`config.mk`:
```
export PLATFORM = sky130hd
export DESIGN_NAME = adv_event_seq
export DESIGN_NICKNAME = d
export VERILOG_FILES = /design/src/rtl/adv_seq_pkg.sv /design/src/rtl/adv_cfg_check.sv /design/src/rtl/adv_interval_timer.sv /design/src/rtl/adv_event_fsm.sv /design/src/rtl/adv_event_seq.sv
export SDC_FILE = /design/constraint.sdc
export NUM_CORES = 1
export LEC_CHECK = 0
export BUFFER_PORTS_ARGS = -buffer_cell sky130_fd_sc_hd__buf_2
export CAP_MARGIN = 20
export CORE_MARGIN = 4
export CORE_UTILIZATION = 50
export CTS_BUF_LIST = sky130_fd_sc_hd__clkbuf_4 sky130_fd_sc_hd__clkbuf_8 sky130_fd_sc_hd__clkbuf_16
export DETAILED_ROUTE_END_ITERATION = 10
export PLACE_DENSITY = 0.83
export SLEW_MARGIN = 20
export SYNTH_ARGS = -nofsm -noshare
export SYNTH_HDL_FRONTEND = slang
export SYNTH_SLANG_ARGS = --single-unit
```
`constraint.sdc`:
```
create_clock -name clk -period 2.6 [get_ports clk]
set_input_delay 0.65 -clock clk [delete_from_list [all_inputs] [get_ports clk]]
set_output_delay 0.65 -clock clk [all_outputs]
set_load 0.01 [all_outputs]
```
`src/rtl/adv_seq_pkg.sv`:
```
package adv_seq_pkg;

  typedef enum logic [2:0] {
    ST_IDLE   = 3'd0,
    ST_TX     = 3'd1,
    ST_LISTEN = 3'd2,
    ST_GAP    = 3'd3,
    ST_RSP    = 3'd4
  } seq_state_e;

  localparam int NUM_CH   = 3;
  localparam int CH_BASE  = 37;

  // lowest enabled channel position
  function automatic logic [1:0] first_chan(input logic [NUM_CH-1:0] m);
    logic [1:0] r;
    r = 2'd0;
    for (int i = NUM_CH - 1; i >= 0; i--) begin
      if (m[i]) r = 2'(i);
    end
    return r;
  endfunction

  // {found, position} of the next enabled channel above p
  function automatic logic [2:0] next_chan(input logic [NUM_CH-1:0] m,
                                           input logic [1:0] p);
    logic [2:0] r;
    r = 3'b000;
    for (int i = NUM_CH - 1; i >= 0; i--) begin
      if (m[i] && (i > int'(p))) r = {1'b1, 2'(i)};
    end
    return r;
  endfunction

endpackage

```
`src/rtl/adv_cfg_check.sv`:
```
module adv_cfg_check #(
  parameter int INTV_W      = 14,
  parameter int LEN_W       = 6,
  parameter int MAX_PAYLOAD = 31,
  parameter int MIN_INTV    = 20,
  parameter int MAX_INTV    = 10240
) (
  input  logic              clk,
  input  logic              rst_n,
  input  logic [2:0]        mask,
  input  logic [INTV_W-1:0] interval,
  input  logic [LEN_W-1:0]  payload_len,
  output logic              cfg_err
);
  localparam logic [INTV_W-1:0] LO_V  = INTV_W'(MIN_INTV);
  localparam logic [INTV_W-1:0] HI_V  = INTV_W'(MAX_INTV);
  localparam logic [LEN_W-1:0]  LEN_V = LEN_W'(MAX_PAYLOAD);

  logic bad;
  always_comb begin
    bad = (mask == 3'b000) || (payload_len > LEN_V) ||
          (interval < LO_V) || (interval > HI_V);
  end

  always_ff @(posedge clk) begin
    if (!rst_n) cfg_err <= 1'b0;
    else        cfg_err <= bad;
  end
endmodule

```
`src/rtl/adv_interval_timer.sv`:
```
module adv_interval_timer #(
  parameter int TICKS_PER_MS = 1000,
  parameter int INTV_W       = 14
) (
  input  logic              clk,
  input  logic              rst_n,
  input  logic              tick,
  input  logic              run,
  input  logic [INTV_W-1:0] interval,
  output logic              start_evt
);
  localparam int SUB_W = (TICKS_PER_MS > 1) ? $clog2(TICKS_PER_MS) : 1;
  localparam logic [SUB_W-1:0] SUB_LAST = SUB_W'(TICKS_PER_MS - 1);

  logic              sched_on;
  logic [SUB_W-1:0]  sub_cnt;
  logic [INTV_W-1:0] ms_cnt;

  always_ff @(posedge clk) begin
    if (!rst_n) begin
      sched_on  <= 1'b0;
      sub_cnt   <= '0;
      ms_cnt    <= '0;
      start_evt <= 1'b0;
    end else begin
      start_evt <= 1'b0;
      if (!run) begin
        sched_on <= 1'b0;
        sub_cnt  <= '0;
        ms_cnt   <= '0;
      end else if (!sched_on) begin
        sched_on  <= 1'b1;
        start_evt <= 1'b1;
        sub_cnt   <= '0;
        ms_cnt    <= '0;
      end else if (tick) begin
        if (sub_cnt == SUB_LAST) begin
          sub_cnt <= '0;
          if (ms_cnt == interval - 1'b1) begin
            ms_cnt    <= '0;
            start_evt <= 1'b1;
          end else begin
            ms_cnt <= ms_cnt + 1'b1;
          end
        end else begin
          sub_cnt <= sub_cnt + 1'b1;
        end
      end
    end
  end
endmodule

```
`src/rtl/adv_event_fsm.sv`:
```
module adv_event_fsm
  import adv_seq_pkg::*;
#(
  parameter int LEN_W         = 6,
  parameter int CNT_W         = 12,
  parameter int OVH_BYTES     = 10,
  parameter int LISTEN_TICKS  = 300,
  parameter int RSP_GAP_TICKS = 150
) (
  input  logic             clk,
  input  logic             rst_n,
  input  logic             tick,
  input  logic             start_evt,
  input  logic             kill,
  input  logic [2:0]       mask,
  input  logic [LEN_W-1:0] payload_len,
  input  logic             scan_en,
  input  logic             rx_req,
  output logic [1:0]       chan_pos,
  output logic             tx_strobe,
  output logic             tx_is_rsp,
  output logic             listen_win,
  output logic             event_active
);
  localparam logic [CNT_W-1:0] LISTEN_M1 = CNT_W'(LISTEN_TICKS - 1);
  localparam logic [CNT_W-1:0] GAP_M1    = CNT_W'(RSP_GAP_TICKS - 1);

  seq_state_e       state;
  logic [CNT_W-1:0] cnt;
  logic             pend;
  logic [CNT_W-1:0] air_m1;
  logic [2:0]       nxt;
  logic [1:0]       first_pos;
  logic             go_tx;
  logic [1:0]       go_pos;

  always_comb begin
    air_m1    = CNT_W'((32'(payload_len) + OVH_BYTES) * 8 - 1);
    nxt       = next_chan(mask, chan_pos);
    first_pos = first_chan(mask);
    // where the walk goes once the current packet or window is over
    if (nxt[2]) begin
      go_tx  = 1'b1;
      go_pos = nxt[1:0];
    end else if (pend || start_evt) begin
      go_tx  = 1'b1;
      go_pos = first_pos;
    end else begin
      go_tx  = 1'b0;
      go_pos = chan_pos;
    end
  end

  always_ff @(posedge clk) begin
    if (!rst_n) begin
      state     <= ST_IDLE;
      cnt       <= '0;
      pend      <= 1'b0;
      chan_pos  <= 2'd0;
      tx_strobe <= 1'b0;
      tx_is_rsp <= 1'b0;
    end else begin
      tx_strobe <= 1'b0;
      if (kill) begin
        state <= ST_IDLE;
        pend  <= 1'b0;
      end else begin
        if (start_evt && (state != ST_IDLE)) pend <= 1'b1;
        unique case (state)
          ST_IDLE: begin
            if (start_evt) begin
              state     <= ST_TX;
              chan_pos  <= first_pos;
              cnt       <= air_m1;
              tx_strobe <= 1'b1;
              tx_is_rsp <= 1'b0;
            end
          end
          ST_TX: begin
            if (tick) begin
              if (cnt != '0) begin
                cnt <= cnt - 1'b1;
              end else if (scan_en) begin
                state <= ST_LISTEN;
                cnt   <= LISTEN_M1;
              end else begin
                state    <= go_tx ? ST_TX : ST_IDLE;
                chan_pos <= go_pos;
                if (go_tx) begin
                  cnt       <= air_m1;
                  tx_strobe <= 1'b1;
                  tx_is_rsp <= 1'b0;
                end
                if (!nxt[2]) pend <= 1'b0;
              end
            end
          end
          ST_LISTEN: begin
            if (rx_req) begin
              state <= ST_GAP;
              cnt   <= GAP_M1;
            end else if (tick) begin
              if (cnt != '0) begin
                cnt <= cnt - 1'b1;
              end else begin
                state    <= go_tx ? ST_TX : ST_IDLE;
                chan_pos <= go_pos;
                if (go_tx) begin
                  cnt       <= air_m1;
                  tx_strobe <= 1'b1;
                  tx_is_rsp <= 1'b0;
                end
                if (!nxt[2]) pend <= 1'b0;
              end
            end
          end
          ST_GAP: begin
            if (tick) begin
              if (cnt != '0) begin
                cnt <= cnt - 1'b1;
              end else begin
                state     <= ST_RSP;
                cnt       <= air_m1;
                tx_strobe <= 1'b1;
                tx_is_rsp <= 1'b1;
              end
            end
          end
          ST_RSP: begin
            if (tick) begin
              if (cnt != '0) begin
                cnt <= cnt - 1'b1;
              end else begin
                state    <= go_tx ? ST_TX : ST_IDLE;
                chan_pos <= go_pos;
                if (go_tx) begin
                  cnt       <= air_m1;
                  tx_strobe <= 1'b1;
                  tx_is_rsp <= 1'b0;
                end
                if (!nxt[2]) pend <= 1'b0;
              end
            end
          end
          default: state <= ST_IDLE;
        endcase
      end
    end
  end

  assign event_active = (state != ST_IDLE);
  assign listen_win   = (state == ST_LISTEN);
endmodule

```
`src/rtl/adv_event_seq.sv`:
```
module adv_event_seq
  import adv_seq_pkg::*;
#(
  parameter int TICKS_PER_MS  = 1000,
  parameter int LISTEN_TICKS  = 300,
  parameter int RSP_GAP_TICKS = 150,
  parameter int OVH_BYTES     = 10,
  parameter int MAX_PAYLOAD   = 31,
  parameter int MIN_INTV      = 20,
  parameter int MAX_INTV      = 10240
) (
  input  logic        clk,
  input  logic        rst_n,
  input  logic        tick_us,
  input  logic        adv_en,
  input  logic        abort_evt,
  input  logic [2:0]  cfg_chan_mask,
  input  logic [13:0] cfg_interval_ms,
  input  logic [5:0]  cfg_payload_len,
  input  logic        cfg_scan_rsp_en,
  input  logic        rx_scan_req,
  output logic [5:0]  chan_idx,
  output logic        tx_strobe,
  output logic        tx_is_rsp,
  output logic        listen_win,
  output logic        event_active,
  output logic        cfg_err
);
  localparam int INTV_W = 14;
  localparam int LEN_W  = 6;
  localparam int MAX_AIR = (OVH_BYTES + (1 << LEN_W)) * 8;
  localparam int MAX_CNT = (MAX_AIR > LISTEN_TICKS) ?
                           ((MAX_AIR > RSP_GAP_TICKS) ? MAX_AIR : RSP_GAP_TICKS) :
                           ((LISTEN_TICKS > RSP_GAP_TICKS) ? LISTEN_TICKS : RSP_GAP_TICKS);
  localparam int CNT_W  = $clog2(MAX_CNT + 1);

  logic       start_evt;
  logic [1:0] chan_pos;

  adv_cfg_check #(
    .INTV_W(INTV_W), .LEN_W(LEN_W), .MAX_PAYLOAD(MAX_PAYLOAD),
    .MIN_INTV(MIN_INTV), .MAX_INTV(MAX_INTV)
  ) u_cfg (
    .clk(clk), .rst_n(rst_n), .mask(cfg_chan_mask),
    .interval(cfg_interval_ms), .payload_len(cfg_payload_len),
    .cfg_err(cfg_err)
  );

  adv_interval_timer #(
    .TICKS_PER_MS(TICKS_PER_MS), .INTV_W(INTV_W)
  ) u_timer (
    .clk(clk), .rst_n(rst_n), .tick(tick_us),
    .run(adv_en && !cfg_err), .interval(cfg_interval_ms),
    .start_evt(start_evt)
  );

  adv_event_fsm #(
    .LEN_W(LEN_W), .CNT_W(CNT_W), .OVH_BYTES(OVH_BYTES),
    .LISTEN_TICKS(LISTEN_TICKS), .RSP_GAP_TICKS(RSP_GAP_TICKS)
  ) u_fsm (
    .clk(clk), .rst_n(rst_n), .tick(tick_us), .start_evt(start_evt),
    .kill(abort_evt || cfg_err), .mask(cfg_chan_mask),
    .payload_len(cfg_payload_len), .scan_en(cfg_scan_rsp_en),
    .rx_req(rx_scan_req), .chan_pos(chan_pos), .tx_strobe(tx_strobe),
    .tx_is_rsp(tx_is_rsp), .listen_win(listen_win),
    .event_active(event_active)
  );

  assign chan_idx = 6'(CH_BASE) + {4'd0, chan_pos};
endmodule

```
# --- Word level (Yosys, flattened, before mapping) ---
# Index checks and enable logic that the tools add are counted.
totals:
  romBits: 0
  mem_bits_rw: 0
  memories: 0
  latchBits: 0
  regBits: 45
  word_cells: 139
  inputBits: 30
op_classes:
  magnitude_cmp: 5
  shift: 0
  mul: 0
  mux: 77
  n_div: 0
  n_bitwise: 2
  add_sub_neg: 7
  n_eq_ne: 13
  reduce_logical: 24
ops:
  columns: ["operator", "n"]
  rows:
  - ["two-way mux 10 bit", 11]
  - ["one-hot mux 10 bit (5 select lines)", 1]
  - ["two-way mux 1 bit", 36]
  - ["two-way mux 3 bit", 11]
  - ["two-way mux 2 bit", 12]
  - ["subtractor 10 x 1 -> 10 bit (second input constant)", 2]
  - ["one-hot mux 3 bit (5 select lines)", 1]
  - ["adder 14 x 1 -> 14 bit (second input constant)", 1]
  - ["== test 14 bit", 1]
  - ["greater-than comparator 14 bit (second input constant)", 1]
  - ["< comparator 14 x 5 -> 1 bit (second input constant)", 1]
  - ["two-way mux 14 bit", 1]
  - ["inequality test 2 bit (second input constant)", 7]
  - ["subtractor 14 x 1 -> 14 bit (second input constant)", 1]
  - ["adder 10 x 1 -> 10 bit (second input constant)", 1]
  - ["== test 10 bit (second input constant)", 1]
  - ["one-hot mux 1 bit (5 select lines)", 2]
  - ["AND reduction 5 bit", 2]
  - ["nonzero test 10 bit", 1]
  - ["AND reduction 9 bit", 1]
  - ["one-hot mux 2 bit (4 select lines)", 1]
  - ["adder 6 x 4 -> 7 bit (second input constant)", 1]
  - ["AND reduction 7 bit", 1]
  - ["adder 6 x 2 -> 6 bit (first input constant)", 1]
  - ["18 further kinds", 29]

# --- Longest topological paths before layout ---
# Gate-level depths: netlist of the first run.
depth:
  depth_word: 10
  depth_mapped: 10
  ltp_nobuf: 8

# --- By module ---
# A second synthesis of the first run with hierarchy kept.
hier_totals:
  hier_cells: 503
  hier_area_um2: 3772.4
by_module_without_submodules:
  columns: ["module", "cells_each", "seq_area_each_um2", "n_inst", "area_per_inst_um2"]
  rows:
  - ["adv_event_fsm", 275, 360.3, 1, 1911.8]
  - ["adv_interval_timer", 204, 520.5, 1, 1677.9]
  - ["adv_cfg_check", 14, 20.0, 1, 112.6]
  - ["adv_event_seq", 10, 0.0, 1, 70.1]

# --- Worst setup path after synthesis of the first run ---
# No wires, ideal clock.
synth_path:
  path_kind: "input-to-reg"
  startpoint: "in cfg_interval_ms[2]"
  endpoint: "reg u_timer.ms_cnt[2]"
  setup_slack_ps: -137
  arrival_time_ps: 2645
  setup_ps: 92
  path_stages: 7
  path_buffers: 1
  required_ps: 2508
  path_cell_list: "or4_1 > buf_2 > or3_4 > and4b_4 > a311oi_2 > nor4_4 > nor4_1"
synth_between:
  elab_chain_cells: 3
synth_lines:
  columns: ["element", "line_no", "source"]
  rows:
  - ["start: declaration", "adv_event_seq.sv:18", "input logic [13:0] cfg_interval_ms,"]
  - ["subtractor 14 x 1 -> 14 bit", "adv_interval_timer.sv:39", "if (ms_cnt == interval - 1'b1) begin"]
  - ["== test 14 bit", "adv_interval_timer.sv:39", null]
  - ["two-way mux 14 bit", "adv_interval_timer.sv:39", null]
  - ["end signal: assignment", "adv_interval_timer.sv:43", "ms_cnt <= ms_cnt + 1'b1;"]
  - ["end: declaration", "adv_interval_timer.sv:17", "logic [INTV_W-1:0] ms_cnt;"]
# Every way passes these cells.
# A chain may end at the register's enable or synchronous reset.

# --- Worst setup path in the final report of the first run ---
layout_path:
  startpoint: "in cfg_interval_ms[2]"
  endpoint: "reg u_timer.ms_cnt[6]"
# The elaborated chain is that of the path after synthesis.

==> run metrics, run 1 <==
HP Class flip-flop to flip-flop; leading cell type in the layout, fill and taps excluded dfxtp_1; die width 92.3 um; Port Buf Inserts 38; Fmax 0.384 GHz; Setup CP Type input pin to flip-flop; Root Buffer clkbuf_8; #FFs+latches synth 45; CTS H-tree depth 2; Synth Flop Type dfxtp_1; layout cells sized above 1 19.8%; fraction of registers with async set/reset 0%; Final min period 2610 ps; syn nets 510; failing checks setup timing; pin count of the biggest net entering global routing 21; cell count after synthesis 470; CTS clock-pin slew for the worst setup and hold paths 90 ps; initial core utilization 51.8%; vias per cell 6.18; Longest Clk Path Bufs 2; Setup WS post-layout -5.25 ps; area delta synth->final 18.2%; DRC Markers 0; Post-Syn Area 3560 sq um; DRT iter0 DRCs 296; syn_area_per_cell 7.57 sq um; fin area 4200 sq um; final antenna-violating net count 0; top post-synthesis cells by area dfxtp_1 25%, xnor2_1 6.2%, a21oi_1 5.3%, nor2_1 4.5%, xor2_1 3.9%; Row Count 30; outcome complete, but fails checks; filler cell count 617; Via Count 3863; Inserted Diodes 0; Pre-antenna DRT Iters 5; Leak 1.65 nW; Worst Path Max Fanout 8; PD cells 389 nW/um^2; Multi-input gate area 2540 sq um; Slew Limit Headroom 40.6%; final slew viol count 0; TritonCTS Buffers 5; Final setup viols 1; clk_skew 6.92 ps; Worst-Margin Slew 882 ps; Final Hold Viols 0; Sequential Area 901 sq um; max-cap violations 0; crit share post-route 100%; vias in the first global route 3729; die span in y 92.3 um; Net count, final 568; Synth cell types 65; WL/cell 16.1 um; crit path DAT 2790 ps; crit path launch type input pin; DP Area 4070 sq um; Place WS -313 ps; die area 8530 sq um; post-synth top area cell dfxtp_1; CTS tree yes; Yosys warning total 0; final wirelength 10100 um; Skew-Pair Late Insertion Delay 310 ps; global route overflow 0; setup TNS -5.25 ps; top cell type's share of synthesized area 25.3%; post-DP HPWL 7730 um; core footprint 6870 sq um; Peak supply drop 0.000245 V; total track usage 23.8%; worst path required time 2780 ps; most frequent cells in the layout 45 x dfxtp_1, 43 x nor2_1, 38 x a21oi_1, 38 x buf_2, 37 x buf_4; unrepaired setup endpoints after global routing true; Post-synth EDFFs 0; RePlAce Congestion 0.983; Seq/Total Area, Yosys 25.3%; first-pass GRT wire length 16900 um; CP endpoint kind flip-flop; clock sink count 45; initial antenna violation count 0; I/O Pins 41
## critical path: stages
cell	delay [ps]
buf_2	110
or4_4	580
or3_4	410
o21ai_1	250
a311oi_4	180
nor4_4	480
nor4_1	120
## synth_stat cells, drive strengths merged, types with 2 or more instances
cell type / number
xor2: 16
and3: 14
o21ai: 24
nor3: 24
and2: 2
or2: 5
o21a: 8
a31oi: 8
or3: 7
conb: 2
a21o: 4
a21oi: 38
ha: 10
or4: 11
nor2: 43
nand2: 31
dfxtp: 45
nand4: 8
a21boi: 2
and3b: 4
a22oi: 2
o31ai: 3
inv: 14
o22ai: 4
o2bb2ai: 2
and4: 2
o211a: 5
a211oi: 3
nor2b: 4
mux2i: 3
xnor2: 25
nand2b: 5
nor3b: 6
a221oi: 4
nand3: 17
clkbuf: 18
buf: 6
nor4b: 4
nor4: 16
o211ai: 3
## worst paths after layout
| check | startpoint | to | slack [ps] | depth (start not counted) |
|---|---|---|---|---|
| max | cfg_interval_ms[2] | u_timer.ms_cnt[6]$_SDFFE_PN0P_ | -5 | 7 |
| min | u_timer.sub_cnt[8]$_SDFFE_PN0P_ | u_timer.sub_cnt[8]$_SDFFE_PN0P_ | 530 | 2 |
| max reg2reg | u_fsm.cnt[0]$_SDFFE_PN0P_ | u_fsm.cnt[8]$_SDFFE_PN0P_ | 90 | 7 |
| min reg2reg | u_timer.sub_cnt[8]$_SDFFE_PN0P_ | u_timer.sub_cnt[8]$_SDFFE_PN0P_ | 530 | 2 |
## area by class of cell
| type | count | area share, % |
|---|---|---|
| sequential | 45 | 21.4 |
| clock buffer | 5 | 1.64 |
| multi-input combinational | 386 | 60.4 |
| clock inverter | 3 | 1.16 |
| tap | 96 | 2.86 |
| timing repair buffer | 75 | 11.1 |
| inverter | 15 | 1.34 |
## state kept, by name, indices dropped and copies added, names as in the netlist
name,flops
u_fsm.state,3
u_fsm.chan_pos,2
u_fsm.tx_strobe,1
u_fsm.tx_is_rsp,1
u_timer.start_evt,1
u_cfg.cfg_err,1
u_timer.sched_on,1
u_timer.sub_cnt,10
u_fsm.pend,1
u_fsm.cnt,10
u_timer.ms_cnt,14
## metrics by stage
stage                     instances  utilization (%)  power [W]  hold WS [ps]
after global placement          616             59.2    0.00106           486
after global routing            625             61.2    0.00171           549
after detailed placement        616             59.2    0.00107           497
final                           625             61.2    0.00163           526
after CTS                       624             60.9    0.00163           534
after floorplan                 470                -   0.000935           462
## cell families after synthesis
kind of cell | Yosys count | synth area share (%)
AND/OR/NAND/NOR | 209 | 33.2
AO/OA/AOI/OAI | 121 | 22.4
flip-flops | 45 | 25.3
XOR/XNOR | 41 | 10.1
buffers and inverters | 39 | 4.36
adder cells (fa/ha/maj) | 10 | 3.52
multiplexers | 3 | 0.844
other | 2 | 0.211
## power by group
part	switching [W]	internal [W]
registers	0.0000133	0.000698
clock network	0.000271	0.000293
logic	0.000199	0.000160
## layer usage
layer | routed length (um) | global-route usage (%)
met5 | 0 | 0
met4 | 266 | 10.6
met3 | 576 | 3.41
met2 | 5150 | 42.5
met1 | 4070 | 28.1
## timing repair
action,4_1_cts,5_1_grt
setup buffers,0,1
gates resized for setup,0,4
hold buffers,0,0
setup endpoints to repair,0,13
No activity file was read; power rests on OpenSTA's default activity.
==> run 2, diff against run 1 <==
Settings changed: REMOVE_ABC_BUFFERS from default to 1.
==> run 2 against run 1 <==
The flow still finishes with violations (setup timing). Wire length rose by 0.23%. Utilization rose by 1.9 points. Final cell count rose by 0.96%. Worst setup slack got worse by 49 ps. Sequential cell count unchanged. Clock-buffer cell count unchanged. Largest cell class unchanged. Highest routed layer unchanged.
==> run metrics, run 2 (synthesis results as in run 1) <==
die area 8530 sq um (unchanged); DRC Markers 0 (unchanged); WL/cell 16.0 um (-0.72%); Final setup viols 13 (+12); HP Class flip-flop to flip-flop; first-pass GRT wire length 16700 um (-1.1%); Inserted Diodes 0 (unchanged); DP Area 4050 sq um (-0.28%); hold path cells 2 (unchanged); crit path launch type input pin; area delta synth->final 21.8%; Setup WS post-layout -54.7 ps (-49.4 ps); DRT iter0 DRCs 420 (+42%); total track usage 23.6% (-0.24 points); crit share post-route 102% (+1.9 points); most flop-heavy register u_timer.ms_cnt; pin count of the biggest net entering global routing 21 (unchanged); fin area 4330 sq um (+3.1%); Crit-path slowest cell or4_4; core footprint 6870 sq um (unchanged); Setup CP Type input pin to flip-flop; Skew-Pair Late Insertion Delay 300 ps (about the same); setup TNS -359 ps (-354 ps); max-cap violations 0 (unchanged); clk_skew 10.4 ps (+3.47 ps); reg2reg setup slack 110 ps (+20 ps); clock sink count 45 (unchanged); CTS H-tree depth 2 (unchanged); hold path startpoint u_fsm.chan_pos[0]$_SDFFE_PN0P_; Longest Clk Path Bufs 2 (unchanged); initial antenna violation count 0 (unchanged); final slew viol count 0 (unchanged); Largest regs u_timer.ms_cnt (14), u_fsm.cnt (10), u_timer.sub_cnt (10); outcome complete, but fails checks; RePlAce Congestion 1.01 (+2.4%); most used cell, CP or4_4; worst path required time 2840 ps (+60 ps); max reg flops 14 (unchanged); Critical R2R Capture u_fsm.cnt[8]$_SDFFE_PN0P_; final antenna-violating net count 0 (unchanged); layout cells sized above 1 22.8% (+3.0 points); vias per cell 6.13 (-0.82%); Place WS -460 ps (-147 ps); Pre-antenna DRT Iters 5 (unchanged); post-DP HPWL 7470 um (-3.3%); Root Buffer clkbuf_8; Worst-Margin Slew 630 ps (-251 ps); R2R Path Start u_fsm.cnt[0]$_SDFFE_PN0P_; CP endpoint kind flip-flop; Row Count 30 (unchanged); final wirelength 10100 um (+0.23%); die width 92.3 um (unchanged); PD cells 397 nW/um^2 (+2.1%); initial core utilization 51.8% (unchanged); Slew Limit Headroom 57.9% (+17 points); filler cell count 582 (-5.7%); critical path cell sequence buf_2 > or4_4 > or4_4 > a31oi_2 > o2111ai_4 > buf_4 > nor4_1 > a21o_1; global route overflow 0 (unchanged); Final min period 2650 ps (+49.4 ps); Worst Path Max Fanout 5 (-3); Final Hold Viols 0 (unchanged); Fmax 0.377 GHz (-1.9%); Via Count 3868 (+0.13%); Peak supply drop 0.000258 V (+5.4%); final core occ 63.1% (+1.9 points); Hold Path Sink u_fsm.chan_pos[0]$_SDFFE_PN0P_; crit path launch cfg_interval_ms[2]; CTS clock-pin slew for the worst setup and hold paths 90 ps (about the same); failing checks setup timing; TritonCTS Buffers 5 (unchanged); leading cell type in the layout, fill and taps excluded dfxtp_1; reg2reg path depth 7 (unchanged); most frequent cells in the layout 44 x dfxtp_1, 43 x nor2_1, 40 x buf_4; die span in y 92.3 um (unchanged); Overall Power 0.00172 W (+5.3%); CP peak stage delay 570 ps (about the same); Net count, final 574 (+1.1%); CTS tree yes; Port Buf Inserts 38 (unchanged); I/O Pins 41 (unchanged); unrepaired setup endpoints after global routing true; vias in the first global route 3669 (-1.6%); Leak 1.69 nW (+2.8%); crit path DAT 2900 ps (+110 ps)
[run 2: cell count changes in the layout (fill, tap and decap cells not counted), moves of 2 or more]
cell     previous run  this run
buf_4              37        40
buf_6               0         3
nor3_1             22        17
nor3_2              2         7
nor4_1             14        11
nor4_2              0         2
o21ai_0            22        24
o21ai_1             2         0
[run 2: how the worst max path moves through the flow]
stage          depth (start not counted)  slack (ps)                              to
6_report                               8         -50    u_timer.start_evt$_SDFF_PN0_
5_1_grt                               10         -90  u_timer.ms_cnt[2]$_SDFFE_PN0P_
4_1_cts                                8          -7  u_timer.ms_cnt[4]$_SDFFE_PN0P_
3_5_place_dp                           7        -460  u_timer.ms_cnt[5]$_SDFFE_PN0P_
3_3_place_gp                           8        -360  u_timer.ms_cnt[5]$_SDFFE_PN0P_
2_1_floorplan                          6        -140  u_timer.ms_cnt[2]$_SDFFE_PN0P_
[run 2: critical path, delay by kind of cell]
kind / cells / cell delay [ps]
AOI/OAI and AO/OA: 3 / 530
buffers and inverters: 2 / 290
and+or+nand+nor: 3 / 1420
[run 2: area by class of cell]
class | instances | area, sq um | area share [%]
multi-input cells | 386 | 2590 | 59.8
repair buffers | 81 | 524 | 12.1
clock inverters | 3 | 68.8 | 1.59
well taps | 96 | 120 | 2.77
inverters | 15 | 56.3 | 1.30
clock buffers | 5 | 68.8 | 1.59
flip-flops and latches | 45 | 902 | 20.8
[run 2: through the flow]
step                hold slack [ps]  std cells
floorplan                       462        446
global placement                480        618
detailed placement              486        618
CTS                             500        630
global route                    534        631
finish                          501        631
[run 2: timing repair]
item	CTS	global route
resized for setup	5	16
pin swaps	4	7
setup buffers	4	3
hold endpoints to repair	0	0
endpoints found under the setup margin	12	17
hold buffers	0	0
[run 2: power by group]
group,switching (W),internal [W]
Combinational,0.000202,0.000161
Clock,0.000260,0.000387
Sequential,0.0000131,0.000698
[run 2: routing by layer]
metal | vias to the layer above | routed length [um] | global-route usage (%)
met5 | - | 0 | 0
met1 | 1778 | 4190 | 29.5
met3 | 36 | 724 | 4.14
met2 | 188 | 4880 | 40.5
met4 | 0 | 294 | 8.42
li1 | 1866 | - | -
